[config.mk]
export PLATFORM = sky130hd
export DESIGN_NAME = trace_funnel
export DESIGN_NICKNAME = d
export VERILOG_FILES = /design/src/rtl/trace_funnel_pkg.sv /design/src/rtl/tf_arbiter.sv /design/src/rtl/tf_filter.sv /design/src/rtl/tf_outreg.sv /design/src/rtl/trace_funnel.sv
export SDC_FILE = /design/constraint.sdc
export NUM_CORES = 1
export LEC_CHECK = 0
export BUFFER_PORTS_ARGS = -buffer_cell sky130_fd_sc_hd__buf_2
export CORE_MARGIN = 3
export CORE_UTILIZATION = 50
export DETAILED_ROUTE_END_ITERATION = 8
export PLACE_DENSITY = 0.77
export SYNTH_ARGS = -nofsm -noshare
export SYNTH_HDL_FRONTEND = slang
export SYNTH_SLANG_ARGS = --single-unit
[constraint.sdc]
create_clock -name clk -period 14.17 [get_ports clk]
set_input_delay 0.7085 -clock clk [delete_from_list [all_inputs] [get_ports clk]]
set_output_delay 0.7085 -clock clk [all_outputs]
set_load 0.05 [all_outputs]
[src/rtl/trace_funnel_pkg.sv]
package trace_funnel_pkg;
  localparam int DATA_W = 8;
  localparam int ID_W   = 7;

  typedef struct packed {
    logic [ID_W-1:0]   id;
    logic [DATA_W-1:0] data;
  } beat_t;
endpackage

[src/rtl/tf_arbiter.sv]
module tf_arbiter #(
  parameter int N_SRC   = 4,
  parameter int PRIO_W  = 2,
  parameter int BURST   = 4,
  localparam int IW     = (N_SRC > 1) ? $clog2(N_SRC) : 1,
  localparam int CW     = $clog2(BURST + 1)
) (
  input  logic                    clk,
  input  logic                    rst_n,
  input  logic [N_SRC-1:0]        req,
  input  logic [N_SRC*PRIO_W-1:0] prio,
  input  logic                    advance,
  output logic                    gnt_valid,
  output logic [IW-1:0]           gnt_idx
);
  logic [IW-1:0]     owner_q;
  logic [IW-1:0]     rr_q;
  logic              locked_q;
  logic [CW-1:0]     cnt_q;
  logic [PRIO_W-1:0] top_prio;
  logic [IW-1:0]     pick;
  logic              found;
  logic              hold;

  // Highest priority among the current requesters.
  always_comb begin
    top_prio = '0;
    for (int i = 0; i < N_SRC; i++) begin
      if (req[i] && (prio[i*PRIO_W +: PRIO_W] > top_prio))
        top_prio = prio[i*PRIO_W +: PRIO_W];
    end
  end

  // Rotating search among the sources at the top priority.
  always_comb begin
    found = 1'b0;
    pick  = rr_q;
    for (int k = 1; k <= N_SRC; k++) begin
      logic [IW-1:0] idx;
      idx = IW'((int'(rr_q) + k) % N_SRC);
      if (!found && req[idx] && (prio[int'(idx)*PRIO_W +: PRIO_W] == top_prio)) begin
        found = 1'b1;
        pick  = idx;
      end
    end
  end

  assign hold      = locked_q && req[owner_q] && (cnt_q < CW'(BURST));
  assign gnt_valid = |req;
  assign gnt_idx   = hold ? owner_q : pick;

  always_ff @(posedge clk) begin
    if (!rst_n) begin
      owner_q  <= '0;
      rr_q     <= IW'(N_SRC - 1);
      locked_q <= 1'b0;
      cnt_q    <= '0;
    end else if (advance) begin
      if (hold) begin
        cnt_q <= cnt_q + 1'b1;
      end else begin
        owner_q  <= gnt_idx;
        rr_q     <= gnt_idx;
        locked_q <= 1'b1;
        cnt_q    <= CW'(1);
      end
    end else if (locked_q && !req[owner_q]) begin
      locked_q <= 1'b0;
    end
  end
endmodule

[src/rtl/tf_filter.sv]
module tf_filter #(
  parameter int N_SRC = 4,
  localparam int IW   = (N_SRC > 1) ? $clog2(N_SRC) : 1
) (
  input  logic [N_SRC-1:0] src_enable,
  input  logic [N_SRC-1:0] in_valid,
  input  logic             gnt_valid,
  input  logic [IW-1:0]    gnt_idx,
  input  logic             load_ok,
  output logic [N_SRC-1:0] req,
  output logic [N_SRC-1:0] in_ready
);
  for (genvar i = 0; i < N_SRC; i++) begin : g_src
    assign req[i]      = in_valid[i] & src_enable[i];
    assign in_ready[i] = src_enable[i] ?
                         (gnt_valid && load_ok && (gnt_idx == IW'(i))) : 1'b1;
  end
endmodule

[src/rtl/tf_outreg.sv]
module tf_outreg
  import trace_funnel_pkg::*;
#(
  parameter int SEQ_W = 8
) (
  input  logic                 clk,
  input  logic                 rst_n,
  input  logic                 load,
  input  beat_t                beat_in,
  output logic                 load_ok,
  input  logic                 out_ready,
  output logic                 out_valid,
  output logic [DATA_W-1:0]    out_data,
  output logic [ID_W-1:0]      out_id,
  output logic                 out_mark,
  output logic [SEQ_W-1:0]     out_seq
);
  logic [ID_W-1:0]  last_id_q;
  logic             seen_q;
  logic [SEQ_W-1:0] next_seq_q;

  assign load_ok = !out_valid || out_ready;

  always_ff @(posedge clk) begin
    if (!rst_n) begin
      out_valid  <= 1'b0;
      out_data   <= '0;
      out_id     <= '0;
      out_mark   <= 1'b0;
      out_seq    <= '0;
      last_id_q  <= '0;
      seen_q     <= 1'b0;
      next_seq_q <= '0;
    end else if (load_ok) begin
      out_valid <= load;
      if (load) begin
        out_data   <= beat_in.data;
        out_id     <= beat_in.id;
        out_mark   <= !seen_q || (beat_in.id != last_id_q);
        out_seq    <= next_seq_q;
        last_id_q  <= beat_in.id;
        seen_q     <= 1'b1;
        next_seq_q <= next_seq_q + 1'b1;
      end
    end
  end
endmodule

[src/rtl/trace_funnel.sv]
module trace_funnel
  import trace_funnel_pkg::*;
#(
  parameter int N_SRC  = 4,
  parameter int PRIO_W = 2,
  parameter int BURST  = 4,
  parameter int SEQ_W  = 8,
  localparam int IW    = (N_SRC > 1) ? $clog2(N_SRC) : 1
) (
  input  logic                    clk,
  input  logic                    rst_n,
  input  logic [N_SRC-1:0]        src_enable,
  input  logic [N_SRC*PRIO_W-1:0] src_prio,
  input  logic [N_SRC-1:0]        in_valid,
  output logic [N_SRC-1:0]        in_ready,
  input  logic [N_SRC*DATA_W-1:0] in_data,
  input  logic [N_SRC*ID_W-1:0]   in_id,
  output logic                    out_valid,
  input  logic                    out_ready,
  output logic [DATA_W-1:0]       out_data,
  output logic [ID_W-1:0]         out_id,
  output logic                    out_mark,
  output logic [SEQ_W-1:0]        out_seq
);
  logic [N_SRC-1:0] req;
  logic             gnt_valid;
  logic [IW-1:0]    gnt_idx;
  logic             load_ok;
  logic             load;
  beat_t            beats [N_SRC];
  beat_t            sel_beat;

  for (genvar i = 0; i < N_SRC; i++) begin : g_beat
    assign beats[i].data = in_data[i*DATA_W +: DATA_W];
    assign beats[i].id   = in_id[i*ID_W +: ID_W];
  end

  assign sel_beat = beats[gnt_idx];
  assign load     = gnt_valid && load_ok;

  tf_filter #(.N_SRC(N_SRC)) u_filter (
    .src_enable (src_enable),
    .in_valid   (in_valid),
    .gnt_valid  (gnt_valid),
    .gnt_idx    (gnt_idx),
    .load_ok    (load_ok),
    .req        (req),
    .in_ready   (in_ready)
  );

  tf_arbiter #(.N_SRC(N_SRC), .PRIO_W(PRIO_W), .BURST(BURST)) u_arb (
    .clk       (clk),
    .rst_n     (rst_n),
    .req       (req),
    .prio      (src_prio),
    .advance   (load),
    .gnt_valid (gnt_valid),
    .gnt_idx   (gnt_idx)
  );

  tf_outreg #(.SEQ_W(SEQ_W)) u_out (
    .clk       (clk),
    .rst_n     (rst_n),
    .load      (load),
    .beat_in   (sel_beat),
    .load_ok   (load_ok),
    .out_ready (out_ready),
    .out_valid (out_valid),
    .out_data  (out_data),
    .out_id    (out_id),
    .out_mark  (out_mark),
    .out_seq   (out_seq)
  );
endmodule

==> run metrics, run 1 <==
total core area 0.00613 mm²; drt wl/cell 14.7 µm; max_slew headroom 0.285; CTS resizes 0; cell internal pwr 0.287 mW; crit path kind in2out; Unique masters post-synth 60; final setup TNS 0 ps; Max Cap Violations 0; Final Skew 5.78 ps; DRT iter0 DRCs 208; post-DP HPWL 6.57 mm; cell taking the most area after synthesis dfxtp_1; post-synthesis mux area share 0.145; Setup crit end kind output port; CTS H-tree depth 2; DP Worst Slack 7250 ps; final setup margin about 7200 ps; r2r setup slk roughly 9800 ps; Critical Path AT 6230 ps; Mapped Cells 404; Synth Area in Compound Gates 0.265; fin crit period about 7000 ps; logic gate share of total power 0.467; Via density 5.76; share of layout cells above drive strength 1 0.280; Critical Path RT 13460 ps; first-pass GRT wire length 14.2 mm; setup violators final 0; Clock transition at path regs 90 ps; die height around 87 µm; syn_area_per_cell 8.07 µm²; final RePlAce weighted congestion ~0.91; Synth async-reset ratio 0; I/O Pins 108; DRC 0; Peak VDD IR 0.0935 mV; Hold Vio Cnt, Final 0; EDFF count, synth 0; vias in the first global route 3162; Setup Buffers After CTS 0; Post-Synth XOR/XNOR Area 0.0376; Synth Area in Adders 0.0269; top cell type's share of synthesized area 0.258; Clk pwr share 0.235; Psw 0.201 mW; clock sink count 42; Worst Tran Pin Value 1070 ps; unrepaired setup endpoints after global routing false; hold buffers post-CTS 0; worst skew pair latency about 300 ps; Layout fillers 554; warnings from Yosys 0; Hold Path Class reg2reg; Layout area overhead 20.9%; port buffer count ~110; CTS buffer count 5; number of diodes 0; fin nets 585; Die X 86.8 µm; grt ovf 0; largest net degree at the start of global routing 43; Post-Route WL roughly 8.4 mm; die area 0.00753 mm²; Leak 1.75 nW; startpoint types input pin; Tot GR Track Use 0.230; Net Sw Frac 0.413; largest family of logic cells by synthesized area compound AO/OA/AOI/OAI gates; initial antenna violation count 0; Detail Route Antenna Nets 0; Seq pwr share 0.298; PD cells roughly 120 mW/mm²; std cell rows 28; clock buffer depth 2; top post-synthesis cells by count nand2_1, dfxtp_1, mux2i_1; sequential fraction of the synthesis area 0.258; max-slew violations 0; Most used DFF post-synth dfxtp_1; part of the cycle the worst path needs 0.490; status finished clean; most common cell in the synthesized netlist nand2_1; drt first pass iters 4; clk root buf clkbuf_8; total number of vias ~3.3k; fmax 144 MHz; Crit Path Max Fanout 24; Yosys reg bits 42; ranking of synthesized cells by area dfxtp_1, nand2_1, mux2i_1, a21boi_0, nand3_1; Synth Net Count 490; Initial Util 0.532; Post-Synth Simple-Gate Area 0.224; CTS tree done; Mapped Area between 0.003 and 0.004 mm²
cell families after synthesis:
kind of cell / Yosys count
simple gates: 158
xor+xnor: 14
fa+ha+maj: 7
flops: 42
buf+inv: 31
compound gates: 111
mux: 41
critical path, stage by stage:
cell and delay (ps):
buf_2 120, nand3_1 180, ha_1 350, nor2b_4 140, o211a_4 250, mux2_4 310
ha_1 270, nor3_1 260, o311ai_2 180, nand2_1 90, mux2_2 330, ha_1 270
nand2_1 60, o2111a_1 200, a211o_2 360, and4_1 210, o22ai_2 460, o211ai_1 190
o211ai_2 800, o21ai_0 220, buf_2 260
power groups by stage:
stage	clock network, mW	logic [mW]	registers [mW]
6_report	0.115	0.228	0.145
3_3_place_gp	0	0.222	0.147
5_1_grt	0.121	0.251	0.147
2_1_floorplan	0	0.149	0.176
4_1_cts	0.117	0.229	0.145
3_5_place_dp	0	0.228	0.148
state kept, by name (all words and copies together) (netlist names):
signal / cells
u_arb.cnt_q: 3
u_arb.locked_q: 1
u_arb.owner_q: 2
u_arb.rr_q: 2
u_out.next_seq_q: 8
u_out.out_data: 8
u_out.out_id: 7
u_out.out_mark: 1
u_out.out_seq: 8
u_out.out_valid: 1
u_out.seen_q: 1
layout by cell type (no fill, tap or decap), types with 6 or more instances in the layout:
master	count
buf_2	107
nand2_1	86
dfxtp_1	42
mux2i_1	32
a21boi_0	26
nand3_1	20
o21ai_0	19
inv_1	10
nor2_1	10
and2_1	9
xnor2_1	9
ha_1	7
and3_1	6
nor3_1	6
a21oi_1	6
routing by layer:
layer	GRT usage	vias up	share of wire
met5	0	-	0
met2	0.384	98	0.48
met4	0.0722	0	0.0067
met3	0.0494	7	0.058
met1	0.297	1534	0.45
li1	-	1674	-
area by class of cell:
| type | count | area, µm² | share of cell area |
|---|---|---|---|
| Clock buffer | 5 | 68.8 | 0.0175 |
| Clock inverter | 3 | 68.8 | 0.0175 |
| Inverter | 10 | 37.5 | 0.00952 |
| Multi-Input combinational cell | 331 | 2280 | 0.579 |
| Sequential cell | 42 | 841 | 0.213 |
| Tap cell | 75 | 93.8 | 0.0238 |
| Timing Repair Buffer | 109 | 551 | 0.140 |
path summary, 6_finish.rpt:
path,start,end,cells past startpoint
max,src_enable[0],in_ready[2],21
min,u_out.out_seq[2],u_out.out_seq[2],2
max reg2reg,u_arb.rr_q[0],u_out.out_mark,12
min reg2reg,u_out.out_seq[2],u_out.out_seq[2],2
per-stage QoR:
step                       util  instance area (µm²)  hold slack (ps)  cells  total power, mW
after floorplan               -                 3260              435    404            0.326
after global placement    0.621                 3800              449    567            0.369
after detailed placement  0.621                 3800              455    567            0.376
after CTS                 0.643                 3940              469    575            0.490
after global routing      0.643                 3940              490    575            0.519
final                     0.643                 3940              464    575            0.488
No activity file was read; power rests on OpenSTA's default activity.
==> run 2, diff against run 1 <==
- CORE_UTILIZATION: 50 -> 47
- PLACE_DENSITY: 0.77 -> 0.76
- clock period: 14.17 -> 5.8 ns (I/O delays scaled with it)
==> run metrics, run 2 (synthesis results as in run 1) <==
startpoint types input pin; most frequent cells in the layout buf_2, nand2_1, dfxtp_1; CP Depth 23; die height 89.3 µm; DRT iter0 DRCs 176; max_slew headroom 0.428; first-pass GRT wire length about 15 mm; logic gate share of total power 0.525; most frequent CP cell nand2_1; DP Cell Count between 500 and 600; Seq pwr share 0.308; Clk pwr share 0.167; Leak 1.81 nW; Layout area overhead 25.9%; max-slew violations 0; hold path startpoint out_ready; final RePlAce weighted congestion 0.928; DRC 0; final setup margin ~300 ps; reg2reg path depth 13; metal3 WL 685 µm; reg-to-reg startpoint u_arb.rr_q[0]; Post-Route WL 9.20 mm; I/O Pins 108; Initial Util 0.499; clk root buf clkbuf_8; Die X ~90 µm; initial antenna violation count 0; Setup crit end kind output port; status finished clean; Post-Route M1 WL 3.91 mm; Detail Route Antenna Nets 0; part of the cycle the worst path needs 0.949; CTS H-tree depth 2; number of diodes 0; Critical Path AT between 5000 and 6000 ps; fin crit period roughly 5500 ps; clock sink count 42; cell internal pwr 0.645 mW; port buffer count 107; Net Sw Frac 0.444; Hold Vio Cnt, Final 0; CTS buffer count 5; fin nets 597; Tot GR Track Use 0.233; Worst path top cell family by delay compound AO/OA/AOI/OAI gates; total core area 0.00653 mm²; PD cells 283 mW/mm²; Hold Path Class in2reg; std cell rows 29; Hold Path Depth 3; drt first pass iters 5; critical path's slowest cell a211o_2; Critical Path RT 5510 ps; Via density 5.80; Critical Path Max Stage Delay around 370 ps; Regs by FF count u_out.next_seq_q (8), u_out.out_data (8), u_out.out_seq (8); CTS tree done; Hold EP u_out.out_valid; commonest non-fill, non-tap cell in the layout buf_2; unrepaired setup endpoints after global routing true; cell breakdown of the critical path buf_2, and3_1, ha_1, nand2_1, o211a_4, mux2_4, ha_1, nor3_1, o311ai_2, nand2_1, mux2_2, ha_1, nand2_1, o2111a_1, a211o_2, nand3_1, mux2_4, o211a_1, a211oi_4, buf_12, nand2_1, o21ai_2, clkbuf_4; vias in the first global route 3318; clock buffer depth 2; R2R Path End u_out.out_mark; DP Worst Slack -204 ps; Crit Path Max Fanout 16; drt wl/cell approximately 16 µm; crit path buf inv count 3; Peak VDD IR between 0.15 and 0.2 mV; Max Cap Violations 0; worst skew pair latency 300 ps; Worst Tran Pin Value 857 ps; met2 wire len 4.51 mm; r2r setup slk 1970 ps; die area 0.00797 mm²; Psw 0.516 mW; fin cells 589; Layout fillers 583; share of layout cells above drive strength 1 0.326; Max Used Layer met4; fmax between 150 and 200 MHz; largest net degree at the start of global routing 43; setup violators final 0; grt ovf 0; Clock transition at path regs roughly 80 ps; total number of vias 3417; crit path kind in2out; post-DP HPWL around 7.2 mm; Final Skew 10.9 ps
[run 2: cell count changes in the layout (fill, tap and decap cells not counted), moves of 2 or more]
| cell | change |
|---|---|
| buf_4 | +11 |
| o21ai_0 | -4 |
| buf_2 | -3 |
| mux2i_1 | -3 |
| nor3_1 | -3 |
| nor3_2 | +3 |
| o21ai_1 | +3 |
| a211oi_1 | -2 |
| a211oi_2 | +2 |
| bufinv_16 | -2 |
| clkbuf_4 | +2 |
| mux2i_2 | +2 |
| o22ai_1 | -2 |
| o22ai_2 | +2 |
[run 2: how the worst max path moves through the flow]
stage                     slack, ps        endpoint        start
after floorplan                 -50     in_ready[0]  src_prio[1]
after global routing            -20  u_out.out_mark  src_prio[0]
after detailed placement       -200  u_out.out_mark  src_prio[1]
after global placement           70  u_out.out_mark  src_prio[0]
after CTS                       120  u_out.out_mark  src_prio[0]
final                           300     in_ready[2]  src_prio[0]
[run 2: layer usage]
layer	vias up	GRT usage
li1	1695	-
met1	1574	0.288
met2	136	0.403
met3	12	0.0535
met4	0	0.0731
met5	-	0
[run 2: final cells by class]
cell class / count / area, µm² / area share
clock inverter: 3 / 25.0 / 0.00610
multi-input combinational: 332 / 2380 / 0.581
tap: 77 / 96.3 / 0.0235
sequential: 42 / 841 / 0.205
timing repair buffer: 120 / 653 / 0.159
inverter: 10 / 37.5 / 0.00914
clock buffer: 5 / 68.8 / 0.0168
[run 2: tightest hold or removal path: stages]
cell    delay (ps)
buf_2          120
nor2_1          90
o21a_1         100
[run 2: power by group through the flow]
stage	registers (mW)	logic, mW	clock network [mW]
after CTS	0.357	0.585	0.199
final	0.358	0.610	0.193
after global placement	0.362	0.570	0
after floorplan	0.431	0.367	0
after global routing	0.362	0.663	0.210
after detailed placement	0.363	0.583	0
[run 2: what timing repair did]
action,4_1_cts,5_1_grt
gates resized for setup,0,21
endpoints found under the hold margin,0,0
endpoints found under the setup margin,0,6
buffers inserted,0,3
hold buffers,0,0
[run 2: through the flow]
stage | cell area, µm² | hold WS (ps) | util | total power [mW] | TNS (ps)
5_1_grt | 4110 | 366 | 0.629 | 1.24 | -16.9
4_1_cts | 3980 | 337 | 0.609 | 1.14 | 0
3_5_place_dp | 3880 | 452 | 0.595 | 0.946 | -204
3_3_place_gp | 3880 | 447 | 0.595 | 0.932 | 0
2_1_floorplan | 3260 | 428 | - | 0.798 | -53.6
6_report | 4110 | 336 | 0.629 | 1.16 | 0
==> run 3, diff against run 2 <==
- CORE_ASPECT_RATIO: not set -> 0.8
- GPL_ROUTABILITY_DRIVEN: not set -> 0
- PLACE_DENSITY: 0.76 -> 0.78
==> run metrics, run 3 (synthesis results as in run 1) <==
std cell rows 26; fin crit period approximately 5600 ps; area of placed instances 0.00391 mm²; met2 GRT Util 0.352; startpoint types input pin; Critical Path RT 5510 ps; drt first pass iters 5; Worst Tran Pin Value roughly 930 ps; clock sink count 42; Initial Util 0.499; Net Sw Frac 0.426; Setup crit end kind output port; Max Cap Violations 0; CTS buffer count 5; CTS H-tree depth 2; I/O Pins roughly 110; Tot GR Track Use 0.214; reg-to-reg startpoint u_arb.rr_q[0]; commonest non-fill, non-tap cell in the layout buf_2; max_slew headroom 0.382; port buffer count 107; initial antenna violation count 0; total number of vias 3479; Final Skew 6.42 ps; Regs by FF count u_out.next_seq_q (8), u_out.out_data (8), u_out.out_seq (8); Clk pwr share 0.192; Layout Utilization 0.636; clock buffer depth 2; die area 0.00798 mm²; fin nets 599; total core area 0.00654 mm²; final setup TNS 0 ps; Seq pwr share 0.295; grt ovf 0; first-pass GRT wire length 14.3 mm; share of layout cells above drive strength 1 0.333; most frequent cells in the layout buf_2, nand2_1, dfxtp_1; Die X 99.1 µm; Detail Route Antenna Nets 0; post-DP HPWL 6.69 mm; crit path kind in2out; CTS tree done; critical path's slowest cell a211o_2; Psw 0.516 mW; Worst path top cell family by delay compound AO/OA/AOI/OAI gates; Critical Path AT 5340 ps; Peak VDD IR about 0.23 mV; status finished clean; number of diodes 0; Clock transition at path regs 80 ps; Crit. Startpoint src_prio[0]; worst skew pair latency between 200 and 300 ps; reg2reg path depth 12; met1 Track Usage GR 0.291; max-slew violations 0; Hold Path Class in2reg; cell internal pwr 0.695 mW; fmax 178 MHz; Via density ~5.8; die height 80.5 µm; CP Depth 25; crit path buf inv count 5; grt peak-use layer met2; Hold Vio Cnt, Final 0; DRT iter0 DRCs 166; Post-Route WL between 9 and 10 mm; met3 usage 0.0339; PD cells a little under 300 mW/mm²; Critical Path Max Stage Delay about 370 ps; Leak 1.83 nW; vias in the first global route about 3.1k; fin area 0.00416 mm²; logic gate share of total power 0.513; largest net degree at the start of global routing between 40 and 50; DRC 0; r2r setup slk between 1500 and 2000 ps; R2R Path End u_out.out_mark; Pwr Total 1.21 mW; most frequent CP cell nand2_1; Layout area overhead 27.5%; Crit Path Max Fanout 9; clk root buf clkbuf_8; setup violators final 0; Worst setup endpoint in_ready[0]; drt wl/cell 15.1 µm; part of the cycle the worst path needs 0.971
[run 3: final cells by class]
cell class / instances / area, µm²
clock buffer: 5 / 68.8
clock inverter: 3 / 45.0
fill: 551 / 2380
inverter: 10 / 37.5
multi-input combinational: 331 / 2380
sequential: 42 / 841
tap: 84 / 105
timing repair buffer: 123 / 676
[run 3: metal layers]
layer / part of all wire / wire, µm / vias up
li1: - / - / 1699
met1: 0.44 / 3940 / 1627
met2: 0.48 / 4350 / 145
met3: 0.073 / 657 / 8
met4: 0.0096 / 87 / 0
met5: 0 / 0 / -
[run 3: per-stage QoR]
stage | hold WS [ps] | cells | worst slack (ps)
2_1_floorplan | 428 | 404 | -53.6
3_3_place_gp | 449 | 586 | 93.5
3_5_place_dp | 453 | 586 | -82.2
4_1_cts | 354 | 594 | 115
5_1_grt | 348 | 598 | -32.9
6_report | 356 | 598 | 169
[run 3: what timing repair did]
action                     in CTS  in global routing
resized for setup               0                 20
hold buffers                    0                  0
setup endpoints to repair       0                 16
setup buffers                   0                  4
[run 3: worst reg2reg max path, cell delays in order (launching register included)]
cell and delay (ps):
dfxtp_1 930, mux4_2 630, a21o_1 180, a211oi_1 300, mux2i_1 140, and3_1 220
o211ai_2 330, buf_12 210, a221oi_1 60, a22oi_1 350, xor2_1 250, nor4_2 60
a31oi_1 180
[run 3: worst min path at each step]
stage	start	to	cells after the start	slack, ps
after global placement	u_out.out_data[2]	u_out.out_data[2]	2	450
after detailed placement	u_out.seen_q	u_out.seen_q	1	450
after global routing	out_ready	u_out.out_valid	3	350
after floorplan	rst_n	u_arb.cnt_q[0]	2	430
final	out_ready	u_out.out_valid	3	360
after CTS	out_ready	u_out.out_valid	3	350
[run 3: power groups by stage]
stage / sequential [mW] / combinational, mW / clock [mW]
final: 0.358 / 0.621 / 0.232
after global routing: 0.363 / 0.672 / 0.249
after CTS: 0.355 / 0.588 / 0.237
after detailed placement: 0.361 / 0.587 / 0
after floorplan: 0.431 / 0.367 / 0
after global placement: 0.361 / 0.574 / 0
